`src/rtl/pid_pkg.sv`:
```
package pid_pkg;

  localparam int PID_PAGES = 2;

  typedef enum logic {
    PG_A = 1'b0,
    PG_B = 1'b1
  } pid_page_e;

  function automatic pid_page_e pid_other(input pid_page_e p);
    return (p == PG_A) ? PG_B : PG_A;
  endfunction

endpackage

```
`src/rtl/pid_page_ctrl.sv`:
```
module pid_page_ctrl
  import pid_pkg::*;
(
  input  logic      clk,
  input  logic      rst_n,
  input  logic      swap,
  output pid_page_e wr_page,
  output pid_page_e rd_page
);

  pid_page_e page_q;
  pid_page_e page_d;

  always_comb begin
    page_d = page_q;
    if (swap) begin
      page_d = pid_other(page_q);
    end
  end

  always_ff @(posedge clk or negedge rst_n) begin
    if (!rst_n) begin
      page_q <= PG_A;
    end else begin
      page_q <= page_d;
    end
  end

  assign wr_page = page_q;
  assign rd_page = pid_other(page_q);

endmodule

```
`src/rtl/pid_page_bank.sv`:
```
module pid_page_bank
  import pid_pkg::*;
#(
  parameter int W = 8
) (
  input  logic         clk,
  input  logic         rst_n,
  input  logic         wr_en,
  input  pid_page_e    wr_sel,
  input  logic [W-1:0] wr_data,
  input  pid_page_e    rd_sel,
  output logic [W-1:0] rd_data
);

  logic [W-1:0] page_val [PID_PAGES];

  for (genvar g = 0; g < PID_PAGES; g++) begin : g_page
    logic         hit;
    logic [W-1:0] val_q;
    logic [W-1:0] val_d;

    always_comb begin
      hit   = wr_en && (int'(wr_sel) == g);
      val_d = val_q;
      if (hit) begin
        val_d = wr_data;
      end
    end

    always_ff @(posedge clk or negedge rst_n) begin
      if (!rst_n) begin
        val_q <= '0;
      end else if (hit) begin
        val_q <= val_d;
      end
    end

    assign page_val[g] = val_q;
  end

  assign rd_data = page_val[rd_sel];

endmodule

```
`src/rtl/pid_combine.sv`:
```
module pid_combine #(
  parameter int SEQ_W   = 32,
  parameter int CHAN_W  = 16,
  parameter int ERR_W   = 8,
  parameter int EMPTY_W = 4,
  parameter int DATA_W  = 32
) (
  input  logic               ret_valid,
  input  logic               ret_sop,
  input  logic               ret_eop,
  input  logic [DATA_W-1:0]  ret_data,
  input  logic               pg_sync,
  input  logic [SEQ_W-1:0]   pg_seq,
  input  logic [CHAN_W-1:0]  pg_chan,
  input  logic [ERR_W-1:0]   pg_err,
  input  logic [EMPTY_W-1:0] pg_empty,
  output logic               out_valid,
  output logic               out_sop,
  output logic               out_eop,
  output logic [DATA_W-1:0]  out_data,
  output logic               out_sync,
  output logic [SEQ_W-1:0]   out_seq,
  output logic [CHAN_W-1:0]  out_chan,
  output logic [ERR_W-1:0]   out_err,
  output logic [EMPTY_W-1:0] out_empty
);

  always_comb begin
    out_valid = ret_valid;
    out_sop   = ret_sop;
    out_eop   = ret_eop;
    out_data  = ret_data;
    out_chan  = pg_chan;
    out_sync  = 1'b0;
    out_seq   = '0;
    out_err   = '0;
    out_empty = '0;
    if (ret_sop) begin
      out_sync = pg_sync;
      out_seq  = pg_seq;
    end
    if (ret_eop) begin
      out_err   = pg_err;
      out_empty = pg_empty;
    end
  end

endmodule

```
`src/rtl/pkt_info_delay.sv`:
```
module pkt_info_delay
  import pid_pkg::*;
#(
  parameter int SEQ_W   = 32,
  parameter int CHAN_W  = 16,
  parameter int ERR_W   = 8,
  parameter int EMPTY_W = 4,
  parameter int DATA_W  = 32
) (
  input  logic               clk,
  input  logic               rst_n,
  input  logic               in_sop,
  input  logic               in_eop,
  input  logic               in_sync,
  input  logic [SEQ_W-1:0]   in_seq,
  input  logic [CHAN_W-1:0]  in_chan,
  input  logic [ERR_W-1:0]   in_err,
  input  logic [EMPTY_W-1:0] in_empty,
  input  logic               store_done,
  input  logic               ret_valid,
  input  logic               ret_sop,
  input  logic               ret_eop,
  input  logic [DATA_W-1:0]  ret_data,
  output logic               out_valid,
  output logic               out_sop,
  output logic               out_eop,
  output logic [DATA_W-1:0]  out_data,
  output logic               out_sync,
  output logic [SEQ_W-1:0]   out_seq,
  output logic [CHAN_W-1:0]  out_chan,
  output logic [ERR_W-1:0]   out_err,
  output logic [EMPTY_W-1:0] out_empty
);

  localparam int HEAD_W = 1 + SEQ_W + CHAN_W;
  localparam int TAIL_W = ERR_W + EMPTY_W;

  // reset: asserted at once, released on the clock
  logic [1:0] rst_pipe_q;
  logic       rst_sync_n;

  always_ff @(posedge clk or negedge rst_n) begin
    if (!rst_n) begin
      rst_pipe_q <= 2'b00;
    end else begin
      rst_pipe_q <= {rst_pipe_q[0], 1'b1};
    end
  end

  assign rst_sync_n = rst_pipe_q[1];

  pid_page_e wr_page;
  pid_page_e rd_page;

  pid_page_ctrl i_ctrl (
    .clk     (clk),
    .rst_n   (rst_sync_n),
    .swap    (store_done),
    .wr_page (wr_page),
    .rd_page (rd_page)
  );

  logic [HEAD_W-1:0] head_wr;
  logic [HEAD_W-1:0] head_rd;
  logic [TAIL_W-1:0] tail_wr;
  logic [TAIL_W-1:0] tail_rd;

  assign head_wr = {in_sync, in_seq, in_chan};
  assign tail_wr = {in_err, in_empty};

  pid_page_bank #(.W(HEAD_W)) i_head (
    .clk     (clk),
    .rst_n   (rst_sync_n),
    .wr_en   (in_sop),
    .wr_sel  (wr_page),
    .wr_data (head_wr),
    .rd_sel  (rd_page),
    .rd_data (head_rd)
  );

  pid_page_bank #(.W(TAIL_W)) i_tail (
    .clk     (clk),
    .rst_n   (rst_sync_n),
    .wr_en   (in_eop),
    .wr_sel  (wr_page),
    .wr_data (tail_wr),
    .rd_sel  (rd_page),
    .rd_data (tail_rd)
  );

  logic               pg_sync;
  logic [SEQ_W-1:0]   pg_seq;
  logic [CHAN_W-1:0]  pg_chan;
  logic [ERR_W-1:0]   pg_err;
  logic [EMPTY_W-1:0] pg_empty;

  assign {pg_sync, pg_seq, pg_chan} = head_rd;
  assign {pg_err, pg_empty}         = tail_rd;

  pid_combine #(
    .SEQ_W   (SEQ_W),
    .CHAN_W  (CHAN_W),
    .ERR_W   (ERR_W),
    .EMPTY_W (EMPTY_W),
    .DATA_W  (DATA_W)
  ) i_merge (
    .ret_valid (ret_valid),
    .ret_sop   (ret_sop),
    .ret_eop   (ret_eop),
    .ret_data  (ret_data),
    .pg_sync   (pg_sync),
    .pg_seq    (pg_seq),
    .pg_chan   (pg_chan),
    .pg_err    (pg_err),
    .pg_empty  (pg_empty),
    .out_valid (out_valid),
    .out_sop   (out_sop),
    .out_eop   (out_eop),
    .out_data  (out_data),
    .out_sync  (out_sync),
    .out_seq   (out_seq),
    .out_chan  (out_chan),
    .out_err   (out_err),
    .out_empty (out_empty)
  );

endmodule

```
`config.mk`:
```
export PLATFORM = sky130hd
export DESIGN_NAME = pkt_info_delay
export DESIGN_NICKNAME = d
export VERILOG_FILES = /design/src/rtl/pid_pkg.sv /design/src/rtl/pid_page_ctrl.sv /design/src/rtl/pid_page_bank.sv /design/src/rtl/pid_combine.sv /design/src/rtl/pkt_info_delay.sv
export SDC_FILE = /design/constraint.sdc
export NUM_CORES = 1
export LEC_CHECK = 0
export BUFFER_PORTS_ARGS = -buffer_cell sky130_fd_sc_hd__clkbuf_2
export CORE_MARGIN = 2
export CORE_UTILIZATION = 37
export DETAILED_ROUTE_END_ITERATION = 10
export MAX_ROUTING_LAYER = met4
export PLACE_DENSITY = 0.72
export SYNTH_ARGS = -nofsm -noshare
export SYNTH_HDL_FRONTEND = slang
export SYNTH_SLANG_ARGS = --single-unit
```
`constraint.sdc`:
```
create_clock -name clk -period 5 [get_ports clk]
set_input_delay 0 -clock clk [delete_from_list [all_inputs] [get_ports clk]]
set_output_delay 0 -clock clk [all_outputs]
set_load 0.02 [all_outputs]
```
==> impl_results.md, run 1 <==
* Top-count cell post-synth: dfrtp_1
* Final antenna-violating net count at 0
* Total iterations of the first detailed-routing run at 4
* Final Hold Fails at 0
* Post-synth top area share at 0.529
* Inst Count DP at between 700 and 800
* Fin crit share at 0.479
* Vias at about 3700
* Async set-reset flop share out of synthesis at 1.00
* Leak pwr at approximately 0.0036 uW
* Count of cell types in the netlist at 15
* Final std cells w/o fill at slightly above 800
* Peak supply drop at 0.361 mV
* Required @ worst endpoint at roughly 5.0 ns
* Initial antenna violation count at 0
* CP arrival at ~2.4 ns
* Leading area contributor after synthesis: dfrtp_1
* Die area at roughly 17000 sq um
* Maxcap violations at 0
* Die Span Y at approximately 130 um
* Critical Path, Cell by Cell: buf_4 -> mux2_2 -> clkbuf_2
* Worst slew margin at 0.452
* Gpl congestion at 0.743
* Row count at 46
* Vias/cell at approximately 4.7
* Status: finished clean
* Final setup fails at 0
* Tmin final at around 2.4 ns
* Die extent in x at approximately 130 um
* Power Dens Cells at roughly 650 nW/um^2
* CP Launch Type: flip-flop
* Post-Route Setup TNS at 0 ns
* Syn nets at ~520
* CP peak stage delay at ~0.8 ns
* Initial cell density of the core at 0.375
* WL/cell at ~15 um
* Final instance area at 7690 sq um
* Core region area at between 15000 and 20000 sq um
* Clk pin slew, worst setup/hold paths at approximately 0.050 ns
* RSZ-0062 raised after global routing: false
* Crit-path slowest cell: dfrtp_4
* Clk_skew at between 0.01 and 0.015 ns
* CTS H-tree depth at 4
* Clk sinks at 125
* Total routed wirelength at about 12000 um
* TritonCTS buffer count at 17
* Hold_ws at roughly 0.0000078 ns
* Clock root buffer master: clkbuf_16
* Area after DPL at approximately 6500 sq um
* Endpoint type of the worst setup path: output port
* Peak Freq at 417 MHz
* GRT Overall Usage at 0.154
* Class of the worst hold path: input pin to output port
* Syn Area/Cell at around 14 sq um
* Synth area leaders: dfrtp_1 53%, mux2_2 19%, mux2i_1 7.6%, mux2_1 5.7%, buf_4 5.5%
* Area Growth Syn to Fin at 30.2%
* Hpwl dp at slightly above 8000 um
* Drt initial violations at 87
* First-pass GRT wire length at between 15000 and 20000 um
* Final Power at 5000 uW
* Worst-Margin Slew at 0.822 ns
* Layout cell share with drive strength beyond 1 at 0.467
* I/O pin count at about 200
* Number of global-route vias before repair at between 4000 and 5000
* Final Max Tran Viols at 0
* Resize count post-CTS at 0
* Nets at just under 700
* CTS tree: done
* Clock tree buffer depth at 2
* Sequential area share after synthesis at 0.529
* Total gr overflow at 0
* Cell area after synthesis at roughly 5900 sq um
* Pin count of the biggest net entering global routing at 65
* Synth Warn # at 0
* Cells after Synth at about 420
* Post-synth EDFFs at 0
* I/O Buffers at 130
* #FFs+latches synth at 125
* Commonest cells post-synth: 125 x dfrtp_1, 98 x mux2_2, 45 x mux2i_1, 45 x nor2b_1, 43 x buf_4
* ANT cells at 0
* CP Max Fanout at 36
* Ys flop type: dfrtp_1
* Clk Latency, worst-skew pair at 0.42 ns
* Setup Crit Path Kind: flip-flop to output port
* Number of remaining DRC errors at 0
## state kept, by name, summed over array words and instances (netlist names)
| signal | cells |
|---|---|
| i_tail.g_page.val_q | 24 |
| i_head.g_page.val_q | 98 |
| rst_pipe_q | 2 |
| i_ctrl.wr_page | 1 |
## power by group
part           switching [uW]  leakage, uW  internal, uW
registers                 320      0.00146          1530
logic                     932      0.00182           980
clock network             424     0.000295           820
total                    1680      0.00358          3330
## logic make-up after synthesis
kind of cell / count (synthesis) / synth area share
muxes: 183 / 0.346
and+or+nand+nor: 49 / 0.0523
buffers and inverters: 58 / 0.0707
other: 1 / 0.000635
xor gates and xnor gates: 1 / 0.00148
DFF: 125 / 0.529
## path summary, 6_finish.rpt
path                           startpoint                    endpoint  slack, ns  cells past startpoint
setup reg to reg           i_ctrl.wr_page   i_tail.g_page[1].val_q[4]       2.66                      3
hold / removal               ret_data[22]                out_data[22]   0.000008                      0
setup / recovery           i_ctrl.wr_page                out_chan[14]       2.60                      3
min in group asynchronous   rst_pipe_q[1]  i_head.g_page[0].val_q[18]       0.40                      0
hold reg to reg             rst_pipe_q[0]               rst_pipe_q[1]       0.35                      0
max in group asynchronous   rst_pipe_q[1]  i_head.g_page[0].val_q[10]       3.28                      1
## through the flow
step                utilization  setup WS [ns]
floorplan                     -           1.26
detailed placement        0.409           2.59
global placement          0.409           2.67
global route              0.488           2.46
finish                    0.488           2.60
CTS                       0.488           2.52
## placed cells by master, fill, tap and decap left out, types with 5 or more instances in the layout
cell,Yosys,final
mux2i_1,45,45
mux2_4,10,10
clkbuf_1,4,5
clkbuf_2,0,130
mux2_1,30,30
clkbuf_16,0,17
nor2b_1,45,45
dlygate4sd3_1,0,64
dfrtp_1,125,123
mux2_2,98,98
## per-layer routing
layer,up-vias,part of all wire,track usage
met1,1882,0.41,0.166
met5,-,0,-
li1,1726,-,-
met4,0,0.018,0.0676
met3,30,0.053,0.0460
met2,110,0.52,0.263
## final cells by class
class / count / area, sq um
Clock buffer: 25 / 485
Fill cell: 1432 / 8080
Timing Repair Buffer: 198 / 1320
Multi-Input combinational cell: 234 / 2370
Tap cell: 216 / 270
Clock inverter: 7 / 110
Sequential cell: 125 / 3140
## critical path: cells and delay by family, from the launching register on
family | cells | cell delay [ns]
multiplexers | 1 | 0.42
buffers and inverters | 2 | 0.77
flip-flops | 1 | 0.79
## repair_timing
action | 4_1_cts | 5_1_grt
hold buffers | 64 | 0
buffers inserted | 0 | 0
endpoints found under the hold margin | 125 | 0
endpoints found under the setup margin | 0 | 0
(Power assumes the default switching activity.)
==> run 2, diff against run 1 <==
- clock period: 5 -> 2.25 ns (I/O delays scaled with it)
==> impl_results.md, run 2 (synthesized netlist as in run 1, its figures left out) <==
* Total gr overflow at 0 (unchanged)
* Row count at 46 (unchanged)
* Number of remaining DRC errors at 0 (unchanged)
* Clock root buffer master: clkbuf_16
* I/O Buffers at 130 (unchanged)
* I/O pin count at 197 (unchanged)
* Nets at 683 (+0.89%)
* Clk sinks at 125 (unchanged)
* Drt initial violations at 79 (-9.2%)
* Layout cell share with drive strength beyond 1 at 0.477 (+0.0104)
* Peak supply drop at 0.785 mV (+120%)
* Core region area at 15800 sq um (unchanged)
* RSZ-0062 raised after global routing: false
* Final antenna-violating net count at 0 (unchanged)
* Worst setup path endpoint: out_seq[19]
* Max reg flops at 98 (unchanged)
* Class of the worst hold path: input pin to output port
* Final setup fails at 0 (unchanged)
* Clk pin slew, worst setup/hold paths at 0.06 ns (about the same)
* Initial cell density of the core at 0.375 (unchanged)
* Final Hold Fails at 0 (unchanged)
* Tmin final at roughly 2.1 ns
* Area Growth Syn to Fin at 32.1%
* Required @ worst endpoint at 2.25 ns (-2.75 ns)
* Resize count post-CTS at 0 (unchanged)
* Post-CTS Setup Inserts at 0 (unchanged)
* FF-to-FF path depth at 3 (unchanged)
* Setup Crit Path Kind: flip-flop to output port
* Maxcap violations at 0 (unchanged)
* Fin crit share at 0.946
* Final Max Tran Viols at 0 (unchanged)
* Commonest non-fill, non-tap cell in the layout: clkbuf_2
* Die extent in x at 130 um (unchanged)
* Post-Route Setup TNS at 0 ns (unchanged)
* Peak Freq at 470 MHz
* Pin count of the biggest net entering global routing at 65 (unchanged)
* Initial antenna violation count at 0 (unchanged)
* RR Startpoint: i_ctrl.wr_page
* CTS tree: done
* Vias at 3795 (+1.3%)
* Clk Latency, worst-skew pair at 0.41 ns (about the same)
* Post-CTS Hold Buffers at 64 (unchanged)
* First-pass GRT wire length at 19900 um (+2.7%)
* Hpwl dp at 8330 um (+3.5%)
* Total routed wirelength at 12900 um (+5.1%)
* Power Dens Cells at 1460 nW/um^2 (+120%)
* Most frequent cells in the layout: 130 x clkbuf_2, 123 x dfrtp_1, 98 x mux2_2
* Hold_ws at 0.00000776 ns (-0.00000000645 ns)
* Reg-to-reg setup timing slack at 0.59 ns (-2.07 ns)
* CTS H-tree depth at 4 (unchanged)
* GRT Overall Usage at 0.158 (+0.00371)
* Number of global-route vias before repair at 4086 (+1.8%)
* Total iterations of the first detailed-routing run at 4 (unchanged)
* Largest registers: i_head.g_page.val_q: 98 flops, i_tail.g_page.val_q: 24 flops, rst_pipe_q: 2 flops
* Worst R2R End: i_head.g_page[0].val_q[34]
* CP Launch Type: flip-flop
* CP arrival at 2.13 ns (-0.27 ns)
* Worst-Margin Slew at 0.634 ns (-0.188 ns)
* WL/cell at 15.9 um (+4.3%)
* Gpl congestion at 0.746 (+0.46%)
* Worst slew margin at 0.577 (+0.126)
* # fillers at 1427 (-0.35%)
* Die Span Y at 130 um (unchanged)
* Area taken by flip-flops and latches at 3140 sq um (unchanged)
* Leak pwr at 0.00363 uW (+1.4%)
* Multi-input gate area in the final layout at 2370 sq um (unchanged)
* Endpoint type of the worst setup path: output port
* ANT cells at 0 (unchanged)
* TritonCTS buffer count at 17 (unchanged)
* Register bank with the most flops: i_head.g_page.val_q
* CP Max Fanout at 31 (-14%)
* Clock tree buffer depth at 2 (unchanged)
* Status: finished clean
* Clk_skew at 0.00731 ns (-0.00670 ns)
* Setup crit start: i_ctrl.wr_page
* Vias/cell at 4.68 (+0.50%)
* Die area at 17000 sq um (unchanged)
==> run 2: area by class of cell <==
class	count	area share
Clock buffer	20	0.0572
Clock inverter	12	0.0247
Multi-Input combinational cell	234	0.304
Sequential cell	125	0.402
Tap cell	216	0.0346
Timing Repair Buffer	204	0.178
==> run 2: worst max-delay path, stage by stage, from the launching register on <==
cell,delay (ns)
dfrtp_4,0.58
buf_4,0.55
mux2i_1,0.20
nor2b_1,0.18
clkbuf_2,0.19
==> run 2: power breakdown <==
group	leakage (uW)	internal (uW)	switching, uW
Sequential	0.00146	3390	630
Clock	0.000306	1980	977
Combinational	0.00186	2230	2200
Total	0.00363	7610	3810
==> run 2: worst min path at each step <==
stage / start / endpoint / slack (ns) / depth (start not counted)
finish: ret_data[3] / out_data[3] / 0.000008 / 0
global route: ret_data[17] / out_data[17] / 0.00003 / 0
CTS: ret_data[15] / out_data[15] / 0.0001 / 0
detailed placement: rst_n / rst_pipe_q[0] / -0.21 / 1
global placement: rst_n / rst_pipe_q[0] / -0.21 / 1
floorplan: rst_n / rst_pipe_q[0] / -0.30 / 0
==> run 2: per-layer routing <==
layer,global-route usage,vias to the layer above,routed length [um]
met3,0.0419,32,616
li1,-,1742,-
met4,0.0688,0,251
met5,-,-,0
met2,0.267,108,6670
met1,0.176,1913,5370
==> run 2: metrics by stage <==
stage | instance area (sq um) | setup slack, ns | utilization | power (uW) | cells
global route | 7810 | 0.0185 | 0.495 | 12100 | 811
finish | 7810 | 0.122 | 0.495 | 11400 | 811
floorplan | 5910 | 0.167 | - | 7310 | 417
global placement | 6530 | 0.607 | 0.414 | 8240 | 715
CTS | 7810 | 0.0903 | 0.495 | 11500 | 811
detailed placement | 6530 | 0.552 | 0.414 | 8440 | 715
==> run 3, diff against run 2 <==
- PLACE_DENSITY: 0.72 -> 0.71
- SYNTH_HIERARCHICAL: default -> 1
==> impl_results.md, run 3 <==
* Vias/cell at 4.62 (-1.3%)
* Fin crit share at 0.922 (-0.0237)
* Number of global-route vias before repair at 4252 (+4.1%)
* Worst setup path endpoint: out_seq[3]
* CP Max Fanout at 30 (-3.2%)
* Total routed wirelength at 12700 um (-1.9%)
* GRT Overall Usage at 0.157 (-0.000447)
* Vias at 3760 (-0.92%)
* Post-CTS Setup Inserts at 0 (unchanged)
* Clk pin slew, worst setup/hold paths at 0.06 ns (about the same)
* Class of the worst hold path: input pin to output port
* WL/cell at 15.6 um (-2.2%)
* CTS tree: done
* #FFs+latches synth at 125 (unchanged)
* Initial cell density of the core at 0.373 (-0.00143)
* Largest registers: i_head/g_page.val_q: 98 flops, i_tail/g_page.val_q: 24 flops, rst_pipe_q: 2 flops
* Syn nets at 534 (+3.1%)
* Cells after Synth at 433 (+3.8%)
* Number of remaining DRC errors at 0 (unchanged)
* RSZ-0062 raised after global routing: false
* Final Max Tran Viols at 0 (unchanged)
* Die extent in x at 133 um (+1.7%)
* Top-count cell post-synth: mux2_2
* Async set-reset flop share out of synthesis at 1.00 (unchanged)
* Synth Area in XOR/XNOR at 0.00143 (-0.0000521)
* Syn Area/Cell at 14.1 sq um (-0.19%)
* Die area at 17600 sq um (+3.5%)
* Total gr overflow at 0 (unchanged)
* Synth Warn # at 6 (+6)
* Cell area after synthesis at 6120 sq um (+3.6%)
* Met2 usage at 0.263 (-0.00449)
* Required @ worst endpoint at 2.25 ns (about the same)
* Pin count of the biggest net entering global routing at 64 (-1.5%)
* Power Dens Cells at 1490 nW/um^2 (+1.8%)
* Clk Latency, worst-skew pair at 0.41 ns (about the same)
* GR Util met3 at 0.0536 (+0.0117)
* Clk sinks at 125 (unchanged)
* ANT cells at 0 (unchanged)
* Post-synth EDFFs at 0 (unchanged)
* Leak pwr at 0.00359 uW (-0.98%)
* Final Hold Fails at 0 (unchanged)
* CP arrival at 2.08 ns (-0.05 ns)
* Worst R2R End: i_head/g_page[0].val_q[38]
* Busiest grt layer: met2
* Tmin final at 2.08 ns (-0.0534 ns)
* Clk_skew at 0.00721 ns (-0.0000986 ns)
* Hpwl dp at 8520 um (+2.3%)
* Sequential area share after synthesis at 0.511 (-0.0186)
* Register bank with the most flops: i_head/g_page.val_q
* I/O Buffers at 130 (unchanged)
* Post-synth top area share at 0.511 (-0.0186)
* Reg-to-reg setup timing slack at 0.63 ns (+0.04 ns)
* Synth area leaders: dfrtp_1 51%, mux2_2 30%, buf_4 6.5%, and2_2 3.6%, mux2_4 2.5%
* Count of cell types in the netlist at 18 (+3)
* Worst slew margin at 0.567 (-0.0107)
* Status: finished clean
* I/O pin count at 197 (unchanged)
* Maxcap violations at 0 (unchanged)
* Layout cell share with drive strength beyond 1 at 0.636 (+0.159)
* Nets at 682 (-0.15%)
* Final worst slack at 0.175 ns (+0.0534 ns)
* Commonest non-fill, non-tap cell in the layout: mux2_2
* Clock tree buffer depth at 2 (unchanged)
* Worst-Margin Slew at 0.650 ns (+0.0160 ns)
* Total iterations of the first detailed-routing run at 4 (unchanged)
* Ys flop type: dfrtp_1
* Peak Freq at 482 MHz (+2.6%)
* Leading area contributor after synthesis: dfrtp_1
* Endpoint type of the worst setup path: output port
* Max reg flops at 98 (unchanged)
* Initial antenna violation count at 0 (unchanged)
* Die Span Y at 133 um (+1.7%)
* Final setup fails at 0 (unchanged)
* Synth Area in Compound Gates at 0 (unchanged)
* CTS H-tree depth at 4 (unchanged)
* Peak supply drop at 0.622 mV (-21%)
* FF-to-FF path depth at 3 (unchanged)
* TritonCTS buffer count at 17 (unchanged)
* Area share of fa/ha/maj cells after synthesis at 0 (unchanged)
* Drt initial violations at 71 (-10%)
* Pre-CTS setup slack at 0.493 ns (-0.0592 ns)
* Area Growth Syn to Fin at 29.6%
* Final antenna-violating net count at 0 (unchanged)
* Gpl congestion at 0.757 (+1.4%)
* Commonest cells post-synth: 163 x mux2_2, 125 x dfrtp_1, 53 x buf_4, 29 x and2_2, 16 x and2_1
* Setup Crit Path Kind: flip-flop to output port
* Setup crit start: i_ctrl/wr_page
* Core region area at 16400 sq um (+4.0%)
* Clock root buffer master: clkbuf_16
* RR Startpoint: i_ctrl/wr_page
* Most frequent cells in the layout: 163 x mux2_2, 130 x clkbuf_2, 124 x dfrtp_1
* First-pass GRT wire length at 21100 um (+6.0%)
* Row count at 47 (+2.2%)
* CP Launch Type: flip-flop
* Post-Synth Simple-Gate Area at 0.0572 (+0.00490)
* Largest family of logic cells by synthesized area: multiplexers
* Mux contribution to synthesized area at 0.343 (-0.00295)
* GR Util met1 at 0.175 (-0.000709)
* Post-Route Setup TNS at 0 ns (unchanged)
[run 3: cell types whose count changed in the layout (fill, tap and decap cells not counted), sizes merged]
| cell | change |
|---|---|
| inv | +1 |
| buf | -2 |
| clkbuf | -2 |
| mux2 | +45 |
| bufinv | +1 |
| nor2b | -45 |
| and2 | +45 |
| mux2i | -45 |
| clkinvlp | +1 |
[run 3: worst min-delay path by stage]
stage                       from             to  cells after the start
detailed placement         rst_n  rst_pipe_q[0]                      1
CTS                 ret_data[31]   out_data[31]                      0
global route        ret_data[25]   out_data[25]                      0
floorplan                  rst_n  rst_pipe_q[0]                      0
global placement           rst_n  rst_pipe_q[0]                      1
finish              ret_data[23]   out_data[23]                      0
[run 3: timing repair]
action	4_1_cts	5_1_grt
resized for setup	0	1
hold endpoints to repair	125	0
hold buffers	64	0
endpoints found under the setup margin	0	12
[run 3: stage by stage]
| step | power, uW | instance area [sq um] | cells | utilization | hold slack (ns) |
|---|---|---|---|---|---|
| final | 11800 | 7940 | 814 | 0.484 | 0.00000560 |
| after global placement | 8470 | 6620 | 718 | 0.403 | -0.215 |
| after global routing | 12500 | 7940 | 814 | 0.484 | 0.0000293 |
| after floorplan | 7840 | 6130 | 433 | - | -0.296 |
| after CTS | 12000 | 7940 | 814 | 0.484 | 0.000137 |
| after detailed placement | 8710 | 6620 | 718 | 0.403 | -0.213 |
[run 3: final cells by class]
type | instances | area, sq um
Fill cell | 1439 | 8470
Sequential cell | 125 | 3130
Multi-Input combinational cell | 234 | 2470
Timing Repair Buffer | 202 | 1380
Clock buffer | 18 | 439
Tap cell | 220 | 275
Clock inverter | 14 | 241
Inverter | 1 | 3.75
[run 3: logic make-up (layout without fill, tap and decap cells)]
| logic type | count (synthesis) | after routing |
|---|---|---|
| flip-flops | 125 | 125 |
| XOR/XNOR | 1 | 1 |
| buffers and inverters | 74 | 235 |
| other | 1 | 1 |
| AND/OR/NAND/NOR | 49 | 49 |
| multiplexers | 183 | 183 |
[run 3: where the power goes]
group	switching (uW)	internal, uW
combinational	2170	2600
sequential	573	3390
clock	988	2110
total	3730	8090
[run 3: per-layer routing]
| metal | share of wire | vias to the layer above | wire, um |
|---|---|---|---|
| li1 | - | 1739 | - |
| met1 | 0.42 | 1881 | 5330 |
| met2 | 0.51 | 110 | 6420 |
| met3 | 0.054 | 30 | 683 |
| met4 | 0.018 | 0 | 233 |
| met5 | 0 | - | 0 |
[run 3: critical path: stages (launching register included)]
cell,delay (ns)
dfrtp_1,0.51
inv_2,0.15
buf_6,0.30
mux2_2,0.37
and2_2,0.18
clkbuf_2,0.15
